**src/rtl/spi_cmd_pkg.sv**
```systemverilog
package spi_cmd_pkg;
  typedef enum logic [1:0] {
    ST_IDLE = 2'd0,
    ST_RDSR = 2'd1,
    ST_PP   = 2'd2
  } eng_state_t;
endpackage

```
**src/rtl/spi_cmd_decode.sv**
```systemverilog
module spi_cmd_decode
  import spi_cmd_pkg::*;
#(
  parameter logic [7:0] OP_RDSR = 8'h05,
  parameter logic [7:0] OP_PP   = 8'h02
) (
  input  logic       clk,
  input  logic       rst_n,
  input  logic       cs_n,
  input  logic       rx_valid,
  input  logic [7:0] rx_byte,
  output eng_state_t state,
  output logic       unknown_cmd
);

  always_ff @(posedge clk or negedge rst_n) begin
    if (!rst_n) begin
      state       <= ST_IDLE;
      unknown_cmd <= 1'b0;
    end else begin
      unknown_cmd <= 1'b0;
      if (cs_n) begin
        state <= ST_IDLE;
      end else if (rx_valid && state == ST_IDLE) begin
        if (rx_byte == OP_RDSR) begin
          state <= ST_RDSR;
        end else if (rx_byte == OP_PP) begin
          state <= ST_PP;
        end else begin
          state       <= ST_IDLE;
          unknown_cmd <= 1'b1;
        end
      end
    end
  end

  // a deselected cycle always leaves the engine idle
  p_idle_after_deselect_r10: assert property (@(posedge clk) disable iff (!rst_n)
    cs_n |=> state == ST_IDLE);

  // unknown flag only follows an accepted byte taken in idle
  p_unknown_from_idle_r8: assert property (@(posedge clk) disable iff (!rst_n)
    unknown_cmd |-> $past(rx_valid) && !$past(cs_n) && $past(state) == ST_IDLE);

endmodule

```
**src/rtl/spi_pp_collect.sv**
```systemverilog
module spi_pp_collect #(
  parameter int ADDR_W     = 24,
  parameter int PAGE_BYTES = 256,
  localparam int PG_W  = $clog2(PAGE_BYTES),
  localparam int CNT_W = PG_W + 1,
  localparam int NAB   = ADDR_W / 8,
  localparam int AB_W  = $clog2(NAB + 1)
) (
  input  logic              clk,
  input  logic              rst_n,
  input  logic              cs_n,
  input  logic              rx_valid,
  input  logic [7:0]        rx_byte,
  input  logic              pp_active,
  output logic              buf_we,
  output logic [PG_W-1:0]   buf_waddr,
  output logic [7:0]        buf_wdata,
  output logic              prog_req,
  output logic [ADDR_W-1:0] prog_addr,
  output logic [CNT_W-1:0]  prog_count
);

  logic [AB_W-1:0]   abytes;
  logic [ADDR_W-1:0] addr_acc;
  logic [ADDR_W-1:0] addr_next;
  logic [PG_W-1:0]   widx;
  logic [CNT_W-1:0]  dcnt;
  logic              addr_done;

  assign addr_next = {addr_acc[ADDR_W-9:0], rx_byte};
  assign addr_done = (abytes == AB_W'(NAB));

  always_ff @(posedge clk or negedge rst_n) begin
    if (!rst_n) begin
      abytes     <= '0;
      addr_acc   <= '0;
      widx       <= '0;
      dcnt       <= '0;
      buf_we     <= 1'b0;
      buf_waddr  <= '0;
      buf_wdata  <= '0;
      prog_req   <= 1'b0;
      prog_addr  <= '0;
      prog_count <= '0;
    end else begin
      buf_we   <= 1'b0;
      prog_req <= 1'b0;
      if (cs_n) begin
        if (pp_active && addr_done && dcnt != '0) begin
          prog_req   <= 1'b1;
          prog_addr  <= addr_acc;
          prog_count <= dcnt;
        end
        abytes   <= '0;
        addr_acc <= '0;
        widx     <= '0;
        dcnt     <= '0;
      end else if (rx_valid && pp_active) begin
        if (!addr_done) begin
          addr_acc <= addr_next;
          abytes   <= abytes + 1'b1;
          widx     <= addr_next[PG_W-1:0];
        end else begin
          buf_we    <= 1'b1;
          buf_waddr <= widx;
          buf_wdata <= rx_byte;
          widx      <= widx + 1'b1;
          if (dcnt != CNT_W'(PAGE_BYTES)) dcnt <= dcnt + 1'b1;
        end
      end
    end
  end

  // buffer writes stem only from a byte taken while selected
  p_we_in_frame_r4: assert property (@(posedge clk) disable iff (!rst_n)
    buf_we |-> $past(rx_valid) && !$past(cs_n));

  // the request follows a deselected cycle
  p_req_after_deselect_r6: assert property (@(posedge clk) disable iff (!rst_n)
    prog_req |-> $past(cs_n));

  // the reported count stays within one page and is never zero
  p_count_bound_r5: assert property (@(posedge clk) disable iff (!rst_n)
    prog_req |-> prog_count != '0 && prog_count <= CNT_W'(PAGE_BYTES));

  // request and write never share a cycle
  p_req_no_write_r6: assert property (@(posedge clk) disable iff (!rst_n)
    prog_req |-> !buf_we);

endmodule

```
**src/rtl/spi_flash_cmd_engine.sv**
```systemverilog
module spi_flash_cmd_engine
  import spi_cmd_pkg::*;
#(
  parameter int         ADDR_W     = 24,
  parameter int         PAGE_BYTES = 256,
  parameter logic [7:0] OP_RDSR    = 8'h05,
  parameter logic [7:0] OP_PP      = 8'h02,
  localparam int PG_W  = $clog2(PAGE_BYTES),
  localparam int CNT_W = PG_W + 1
) (
  input  logic              clk,
  input  logic              rst_n,
  input  logic              cs_n,
  input  logic              rx_valid,
  input  logic [7:0]        rx_byte,
  input  logic [7:0]        status_in,
  output logic [7:0]        miso_byte,
  output logic              unknown_cmd,
  output logic              buf_we,
  output logic [PG_W-1:0]   buf_waddr,
  output logic [7:0]        buf_wdata,
  output logic              prog_req,
  output logic [ADDR_W-1:0] prog_addr,
  output logic [CNT_W-1:0]  prog_count
);

  eng_state_t state;

  spi_cmd_decode #(.OP_RDSR(OP_RDSR), .OP_PP(OP_PP)) u_decode (
    .clk         (clk),
    .rst_n       (rst_n),
    .cs_n        (cs_n),
    .rx_valid    (rx_valid),
    .rx_byte     (rx_byte),
    .state       (state),
    .unknown_cmd (unknown_cmd)
  );

  spi_pp_collect #(.ADDR_W(ADDR_W), .PAGE_BYTES(PAGE_BYTES)) u_collect (
    .clk        (clk),
    .rst_n      (rst_n),
    .cs_n       (cs_n),
    .rx_valid   (rx_valid),
    .rx_byte    (rx_byte),
    .pp_active  (state == ST_PP),
    .buf_we     (buf_we),
    .buf_waddr  (buf_waddr),
    .buf_wdata  (buf_wdata),
    .prog_req   (prog_req),
    .prog_addr  (prog_addr),
    .prog_count (prog_count)
  );

  always_comb begin
    miso_byte = 8'hFF;
    if (state == ST_RDSR) miso_byte = status_in;
  end

  // while a write or a request is out, the response byte is idle-high
  p_miso_high_pp_r9: assert property (@(posedge clk) disable iff (!rst_n)
    (buf_we || prog_req) |-> miso_byte == 8'hFF);

endmodule

```
**config.mk**
```make
export PLATFORM = sky130hd
export DESIGN_NAME = spi_flash_cmd_engine
export DESIGN_NICKNAME = d
export VERILOG_FILES = /design/src/rtl/spi_cmd_pkg.sv /design/src/rtl/spi_cmd_decode.sv /design/src/rtl/spi_pp_collect.sv /design/src/rtl/spi_flash_cmd_engine.sv
export SDC_FILE = /design/constraint.sdc
export NUM_CORES = 1
export LEC_CHECK = 0
export CORE_ASPECT_RATIO = 0.7
export CORE_MARGIN = 4
export CORE_UTILIZATION = 40
export CTS_BUF_LIST = sky130_fd_sc_hd__clkbuf_16
export CTS_CLUSTER_SIZE = 40
export DETAILED_ROUTE_END_ITERATION = 12
export PLACE_DENSITY = 0.62
export SETUP_SLACK_MARGIN = 0.1
export SLEW_MARGIN = 0
export SYNTH_ARGS = -nofsm -noshare
export SYNTH_HDL_FRONTEND = slang
export SYNTH_HIERARCHICAL = 1
export SYNTH_SLANG_ARGS = --single-unit
export TNS_END_PERCENT = 30
```
**constraint.sdc**
```tcl
create_clock -name clk -period 2.1 [get_ports clk]
set_clock_uncertainty 0.2 [all_clocks]
set_input_delay 0.21 -clock clk [delete_from_list [all_inputs] [get_ports clk]]
set_output_delay 0.21 -clock clk [all_outputs]
set_load 0.05 [all_outputs]
```
==> reports/qor.yml, run 1 <==
status:
  status: "finished, final reports clean"
place:
  portBuffers: 79
  post-place-cells: 602
  globalplace.congestion: 0.804
  post-dp-hpwl_um: 6980
worst_setup_path:
  critPathCaptureType: "flip-flop"
  required_ns: 2.13
  cp_max_fo: 29
  rr_endpoint: "u_collect/prog_addr[7]"
  start_kind: "flip-flop"
  r2r_cells: 5
  cp.arrival_ns: 2.02
  r2r_slack_ns: 0.11
  reg2reg_from: "u_decode/state[0]"
  critPathKind: "reg -> reg"
yosys:
  syn-instance-count: 367
  syn_avg_cell_area_um2: 11.9
  yosysUniqueCellTypes: 45
  yosysTopAreaCell: "dfrtp_1"
  synth_top_area_share: 0.556
  async_reset_ff_frac: 1.00
  syn_area_um2: 4370
  synthFlopType: "dfrtp_1"
  syn-num-nets: 391
  ys_top_cells_by_area: "dfrtp_1 56%, mux2_4 10%, mux2_2 5.7%"
  synth.most_common_cell: "dfrtp_1"
  synth.top_cells.by_count: "97 x dfrtp_1, 63 x nand2_1, 34 x a21oi_1"
  ys_seq_area_frac: 0.556
  ys_warn_count: 6
  synth-seq-cells: 97
  synth_edf_count: 0
cts:
  cts_sinks: 97
  clk_latency_ns: 0.34
  post_cts_buffers: 0
  cts.path.max_buffers: 2
  cts_tree: "yes"
  clockRootBuffer: "clkbuf_16"
  clkTransAtPathRegs_ns: 0.07
  cts-htree-levels: 3
  cts_made_buffers: 9
sta:
  final_hold_viol_count: 0
  max_freq_mhz: 503
  final.min_clock_period_ns: 1.99
  fin_setup_tns_ns: 0
  finalCritPeriodShare: 0.946
  rsz0062_at_grt: "true"
  drv_slew: 0
  relSlewSlack: 0.608
  worstMarginPinSlew_ns: 0.586
  setup_viol: 0
detailed_routing:
  dr.pass1.iters: 4
  drt-vias-per-instance: 5.08
  via_count: 3142
  drt_iter0_drc: 250
  final_antenna_net_count: 0
  routedWlPerCell_um: 16.3
  wirelength_um: 10100
  drc: 0
global_route:
  grt_pass1_vias: 3147
  grt_pass1_wl_um: 16800
  grt_start_max_net_pins: 42
  antenna_found_initial: 0
  grt_util_all_layers: 0.168
  grt_overflow_total: 0
floorplan:
  fp.coreArea_um2: 10500
  rows: 31
  die_y_um: 95.4
  io_pins: 80
  die_x_um: 133
  die-area_um2: 12700
  initial_core_util: 0.416
worst_hold_path:
  hold_path_end: "u_collect/dcnt[4]"
  hold_path_class: "in -> reg"
  whs_path_depth: 2
  holdCritStartpoint: "cs_n"
pwr:
  ir_drop_uv: 447
  power.leakage_nw: 2.52
  cellPowerDensity_nw_per_um2: 668
final_layout:
  drive_gt1_frac: 0.246
  area_growth_pct: 33.4
  nFillCells: 916
  num_antenna_cells: 0
  stdcell_count: 619
  final_nets: 490
  regArea_um2: 2430
  multi_input_area_um2: 1820
run:
  drv_cap: 0
worst max-delay path by stage:
stage,cells past startpoint,start,endpoint
global route,6,u_collect/dcnt[0],u_collect/prog_addr[14]
CTS,5,u_collect/abytes[0],u_collect/prog_addr[14]
floorplan,7,u_decode/state[0],u_collect/buf_waddr[0]
global placement,4,rx_valid,u_collect/dcnt[8]
detailed placement,4,rx_valid,u_collect/dcnt[8]
finish,5,u_decode/state[0],u_collect/prog_addr[7]
layout make-up:
type / instances / area share
clock buffer: 9 / 0.0386
clock inverter: 7 / 0.0204
inverter: 9 / 0.00580
multi-input combinational: 242 / 0.312
sequential: 97 / 0.416
tap: 148 / 0.0318
timing repair buffer: 107 / 0.175
power breakdown:
| part | switching [mW] | internal [mW] | total (mW) |
|---|---|---|---|
| Clock | 0.715 | 1.16 | 1.88 |
| Combinational | 0.0875 | 0.0577 | 0.145 |
| Sequential | 0.000667 | 1.87 | 1.87 |
worst max-delay path: stages (launching register included):
cell	delay, ns
dfrtp_1	0.37
and2b_2	0.33
nand3_2	0.14
a31oi_4	0.21
buf_12	0.25
mux2_4	0.33
flip-flops by register name, summed over array words and instances (netlist names):
register and cells:
u_collect/prog_count 9, u_collect/buf_waddr 8, u_collect/buf_we 1, u_collect/abytes 2
u_decode/state 2, u_collect/widx 8, u_collect/addr_acc 24, u_collect/buf_wdata 8
u_collect/prog_req 1, u_collect/prog_addr 24, u_decode/unknown_cmd 1, u_collect/dcnt 9
metal layers:
layer | part of all wire | routed length (µm) | GRT usage | up-vias
li1 | - | - | - | 1504
met1 | 0.48 | 4850 | 0.239 | 1543
met2 | 0.44 | 4490 | 0.243 | 86
met3 | 0.065 | 662 | 0.0570 | 9
met4 | 0.011 | 116 | 0.0484 | 0
met5 | 0 | 0 | 0 | -
placed cells by master, fill, tap and decap left out, types with 22 or more instances in the layout:
master,count
buf_4,31
mux2_4,29
mux2_2,22
a21oi_1,34
dfrtp_1,97
clkdlybuf4s50_1,69
nand2_1,62
what timing repair did:
item | 4_1_cts | 5_1_grt
endpoints found under the hold margin | 97 | 0
hold buffers | 1 | 0
setup endpoints to repair | 0 | 78
gates resized for setup | 0 | 5
cells by family after synthesis:
family,count (synthesis),share of synthesized area
AOI/OAI and AO/OA,62,0.0902
buffers and inverters,28,0.0324
muxes,53,0.161
DFF,97,0.556
adders and majority gates,4,0.0115
xor gates and xnor gates,1,0.00200
and+or+nand+nor,122,0.147
stage by stage:
stage          setup WS [ns]  hold WS (ns)  area (µm²)  power, mW   util
3_5_place_dp          0.0328       -0.0514        5460       2.05  0.519
6_report               0.113        0.0472        5830       3.89  0.555
5_1_grt               0.0293        0.0572        5830       4.03  0.555
2_1_floorplan          0.105        -0.286        4370       1.94      -
3_3_place_gp          0.0765       -0.0528        5460       2.05  0.519
4_1_cts                0.104        0.0354        5810       3.94  0.553
Power figures use the tool's default switching activity.
==> run 2, diff against run 1 <==
--- a/config.mk
+++ b/config.mk
@@ -9,10 +9,10 @@
 export CORE_MARGIN = 4
 export CORE_UTILIZATION = 40
 export CTS_BUF_LIST = sky130_fd_sc_hd__clkbuf_16
+export CTS_CLUSTER_DIAMETER = 40
 export CTS_CLUSTER_SIZE = 40
 export DETAILED_ROUTE_END_ITERATION = 12
 export PLACE_DENSITY = 0.62
-export SETUP_SLACK_MARGIN = 0.1
 export SLEW_MARGIN = 0
 export SYNTH_ARGS = -nofsm -noshare
 export SYNTH_HDL_FRONTEND = slang
==> reports/qor.yml, run 2 (synthesized netlist as in run 1, its figures left out) <==
cts:
  clockRootBuffer: "clkbuf_16"
  cts_tree: "yes"
  cts.path.max_buffers: 2
  cts-htree-levels: 3
  cts_sinks: 97
  cts_made_buffers: 9
  post_cts_buffers: 0
  clk_latency_ns: 0.34
  clkTransAtPathRegs_ns: 0.06
run:
  drv_cap: 0
sta:
  final_hold_viol_count: 0
  setup_viol: 0
  rsz0062_at_grt: "false"
  drv_slew: 0
  max_freq_mhz: 496
  setup_ws_ns: 0.0856
  holdWs_ns: 0.184
  finalCritPeriodShare: 0.959
  final.min_clock_period_ns: 2.01
  worstMarginPinSlew_ns: 0.546
  relSlewSlack: 0.631
  fin_setup_tns_ns: 0
final_layout:
  final_nets: 492
  final_common_cell: "dfrtp_1"
  fin_util: 0.551
  stdcell_count: 620
  final_cell_mix: "97 x dfrtp_1, 69 x clkdlybuf4s50_1, 63 x nand2_1"
  num_antenna_cells: 0
  nFillCells: 924
  reg.largest.list: "u_collect/addr_acc (24), u_collect/prog_addr (24)"
  area_growth_pct: 32.5
  drive_gt1_frac: 0.231
worst_setup_path:
  crit_path_top_delay_cell: "dfrtp_1"
  cp.arrival_ns: 2.04
  cpPeakStageDelay_ns: 0.37
  critPathCaptureType: "flip-flop"
  required_ns: 2.13
  worstPathCellList: "ha_1 > nand3_1 > a31oi_4 > buf_12 > mux2_4"
  cp_max_fo: 30
  start_kind: "flip-flop"
  critPathKind: "reg -> reg"
floorplan:
  die_y_um: 95.4
  fp.coreArea_um2: 10500
  die_x_um: 133
  initial_core_util: 0.416
  rows: 31
  die-area_um2: 12700
  io_pins: 80
pwr:
  cellPowerDensity_nw_per_um2: 641
  ir_drop_uv: 362
  power.leakage_nw: 2.52
detailed_routing:
  drt-vias-per-instance: 5.12
  final_antenna_net_count: 0
  drt_iter0_drc: 212
  routedWlPerCell_um: 16.8
  wirelength_um: 10400
  drc: 0
  dr.pass1.iters: 6
  via_count: 3177
status:
  status: "finished, final reports clean"
place:
  post-place-cells: 603
  post-dp-hpwl_um: 7160
  globalplace.congestion: 0.812
  dpl_worst_slack_ns: 0.0403
  portBuffers: 79
global_route:
  grt_start_max_net_pins: 45
  antenna_found_initial: 0
  grt_overflow_total: 0
  grt_pass1_wl_um: 17200
  grt_util_all_layers: 0.173
  grt_pass1_vias: 3208
worst_hold_path:
  hold_path_class: "in -> async"
## run 2: metrics by stage
| step | total power [mW] | area (µm²) |
|---|---|---|
| global placement | 2.05 | 5470 |
| global route | 3.84 | 5790 |
| CTS | 3.75 | 5790 |
| detailed placement | 2.05 | 5470 |
| floorplan | 1.94 | 4370 |
| finish | 3.71 | 5790 |
## run 2: area by class of cell
type | instances | area (µm²) | share of cell area
Multi-Input combinational cell | 242 | 1800 | 0.311
Clock buffer | 9 | 225 | 0.0389
Clock inverter | 6 | 75.1 | 0.0130
Tap cell | 148 | 185 | 0.0320
Timing Repair Buffer | 109 | 1040 | 0.180
Inverter | 9 | 33.8 | 0.00583
Sequential cell | 97 | 2430 | 0.419
## run 2: worst paths after layout
check | cells after the start | slack, ns | start | end
min in group clk | 1 | 0.31 | u_collect/prog_count[6] | u_collect/prog_count[6]
min reg2reg | 1 | 0.31 | u_collect/prog_count[6] | u_collect/prog_count[6]
max in group asynchronous | 3 | 0.96 | rst_n | u_collect/addr_acc[8]
min | 2 | 0.18 | rst_n | u_collect/prog_count[0]
max reg2reg | 5 | 0.09 | u_collect/abytes[0] | u_collect/prog_addr[6]
max | 5 | 0.09 | u_collect/abytes[0] | u_collect/prog_addr[6]
## run 2: layer usage
metal  share of wire  track usage  vias to the layer above
li1                -            -                     1491
met1            0.49        0.241                     1595
met2            0.44        0.257                       76
met3           0.053       0.0554                       15
met4           0.014       0.0571                        0
met5               0            0                        -
## run 2: worst max-delay path, delay by kind of cell (launching register included)
kind | cells | cell delay (ns)
flops | 1 | 0.37
compound gates | 1 | 0.23
fa+ha+maj | 1 | 0.28
mux | 1 | 0.33
simple gates | 1 | 0.20
buf+inv | 1 | 0.27
## run 2: repair_timing
item                                   4_1_cts  5_1_grt
endpoints found under the hold margin       37        0
gates resized for setup                      0        0
hold buffers                                 2        0
## run 2: report_power, final
| part | leakage, nW | switching [mW] | internal [mW] |
|---|---|---|---|
| Clock | 0.149 | 0.670 | 1.02 |
| Sequential | 1.35 | 0.000688 | 1.87 |
| Combinational | 1.02 | 0.0879 | 0.0612 |
==> run 3, diff against run 2 <==
--- a/config.mk
+++ b/config.mk
@@ -7,12 +7,12 @@
 export LEC_CHECK = 0
 export CORE_ASPECT_RATIO = 0.7
 export CORE_MARGIN = 4
-export CORE_UTILIZATION = 40
+export CORE_UTILIZATION = 30
 export CTS_BUF_LIST = sky130_fd_sc_hd__clkbuf_16
 export CTS_CLUSTER_DIAMETER = 40
 export CTS_CLUSTER_SIZE = 40
 export DETAILED_ROUTE_END_ITERATION = 12
-export PLACE_DENSITY = 0.62
+export PLACE_DENSITY = 0.48
 export SLEW_MARGIN = 0
 export SYNTH_ARGS = -nofsm -noshare
 export SYNTH_HDL_FRONTEND = slang
==> reports/qor.yml, run 3 (synthesized netlist as in run 1, its figures left out) <==
worst_setup_path:
  required_ns: 2.12
  rr_endpoint: "u_collect/dcnt[7]"
  cp_max_fo: 19
  crit_end: "u_collect/dcnt[7]"
  reg2reg_from: "u_collect/abytes[0]"
  cp.arrival_ns: 2.05
  r2r_cells: 5
  critPathKind: "reg -> reg"
  startpoint: "u_collect/abytes[0]"
  start_kind: "flip-flop"
  r2r_slack_ns: 0.07
  critPathCaptureType: "flip-flop"
final_layout:
  stdcell_count: 663
  nFillCells: 1349
  final_nets: 493
  area_growth_pct: 33.9
  reg.largest.list: "u_collect/addr_acc (24), u_collect/prog_addr (24)"
  regArea_um2: 2430
  multi_input_area_um2: 1810
  drive_gt1_frac: 0.241
  final_cell_mix: "97 x dfrtp_1, 69 x clkdlybuf4s50_1, 63 x nand2_1"
  num_antenna_cells: 0
  final_common_cell: "dfrtp_1"
place:
  dpl_worst_slack_ns: 0.0128
  portBuffers: 79
  post-place-cells: 647
  post-dp-hpwl_um: 7760
  globalplace.congestion: 0.787
pwr:
  finalPower_mw: 3.64
  p_sw_frac: 0.220
  p_int_mw: 2.84
  p_clk_frac: 0.446
  seqPwrFrac: 0.514
  power.leakage_nw: 2.52
  ir_drop_uv: 358
  p_switching_uw: 801
  cellPowerDensity_nw_per_um2: 622
  combPwrFrac: 0.041
detailed_routing:
  routedWlPerCell_um: 16.4
  dr.pass1.iters: 4
  wirelength_um: 10900
  via_count: 3162
  final_antenna_net_count: 0
  drt_iter0_drc: 141
  drc: 0
  drt-vias-per-instance: 4.77
sta:
  holdWs_ns: 0.0468
  final.min_clock_period_ns: 2.03
  relSlewSlack: 0.573
  setup_ws_ns: 0.0742
  finalCritPeriodShare: 0.965
  rsz0062_at_grt: "true"
  final_hold_viol_count: 0
  max_freq_mhz: 494
  setup_viol: 0
  worstMarginPinSlew_ns: 0.636
  drv_slew: 0
cts:
  clkTransAtPathRegs_ns: 0.06
  cts-htree-levels: 3
  clk_latency_ns: 0.34
  cts_made_buffers: 9
  cts.path.max_buffers: 2
  cts_tree: "yes"
  clockRootBuffer: "clkbuf_16"
  cts_sinks: 97
global_route:
  grt_pass1_vias: 3314
  grt_overflow_total: 0
  grt_start_max_net_pins: 36
  antenna_found_initial: 0
  grt_pass1_wl_um: 18000
  grt_util_all_layers: 0.137
run:
  drv_cap: 0
floorplan:
  initial_core_util: 0.310
  io_pins: 80
  die-area_um2: 16600
  die_y_um: 109
  fp.coreArea_um2: 14100
  die_x_um: 152
  rows: 36
status:
  status: "finished, final reports clean"
worst_hold_path:
  hold_path_class: "in -> reg"
-- run 3: changes by cell type in the layout (fill, tap and decap cells not counted), sizes merged --
| cell | previous run | this run |
|---|---|---|
| buf | 38 | 40 |
| clkinvlp | 0 | 2 |
| bufinv | 2 | 1 |
| clkinv | 3 | 2 |
| dlygate4sd3 | 2 | 1 |
-- run 3: power by group through the flow --
| stage | Clock (mW) | Sequential (mW) | Combinational [mW] |
|---|---|---|---|
| CTS | 1.67 | 1.87 | 0.154 |
| finish | 1.62 | 1.87 | 0.148 |
| detailed placement | 0 | 1.91 | 0.152 |
| global route | 1.74 | 1.87 | 0.167 |
| global placement | 0 | 1.91 | 0.149 |
| floorplan | 0 | 1.91 | 0.0258 |
-- run 3: area by class of cell --
class | instances | share of cell area
clock buffer | 9 | 0.0385
tap | 190 | 0.0406
multi-input combinational | 242 | 0.309
timing repair buffer | 110 | 0.181
sequential | 97 | 0.415
inverter | 9 | 0.00577
clock inverter | 6 | 0.0105
-- run 3: layer usage --
layer,up-vias,GRT usage,routed length [µm]
li1,1500,-,-
met2,53,0.213,5000
met5,-,0,0
met4,0,0.0301,94
met3,9,0.0365,435
met1,1600,0.194,5360
-- run 3: metrics by stage --
stage	area (µm²)	utilization	setup TNS [ns]
2_1_floorplan	4370	-	0
3_3_place_gp	5550	0.394	0
3_5_place_dp	5550	0.394	0
4_1_cts	5850	0.415	0
5_1_grt	5850	0.415	-0.00139
6_report	5850	0.415	0
-- run 3: worst min path at each step --
stage | from | to | slack (ns) | depth (start not counted)
final | cs_n | u_collect/prog_count[8] | 0.05 | 3
after global routing | cs_n | u_collect/prog_count[8] | 0.05 | 3
after CTS | rst_n | u_collect/prog_addr[22] | 0.06 | 2
after detailed placement | rst_n | u_collect/addr_acc[17] | -0.13 | 1
after global placement | rst_n | u_collect/prog_addr[22] | -0.13 | 1
after floorplan | rst_n | u_collect/abytes[0] | -0.29 | 0
-- run 3: repair_timing --
action	CTS	global route
buffers inserted	0	0
setup endpoints to repair	0	1
hold buffers	1	0
endpoints found under the hold margin	97	0
resized for setup	0	1
-- run 3: worst max-delay path, stage by stage (launching register included) --
cell,delay (ns)
dfrtp_1,0.37
ha_1,0.24
buf_12,0.17
nand3_2,0.19
nor4_1,0.37
mux2_2,0.37
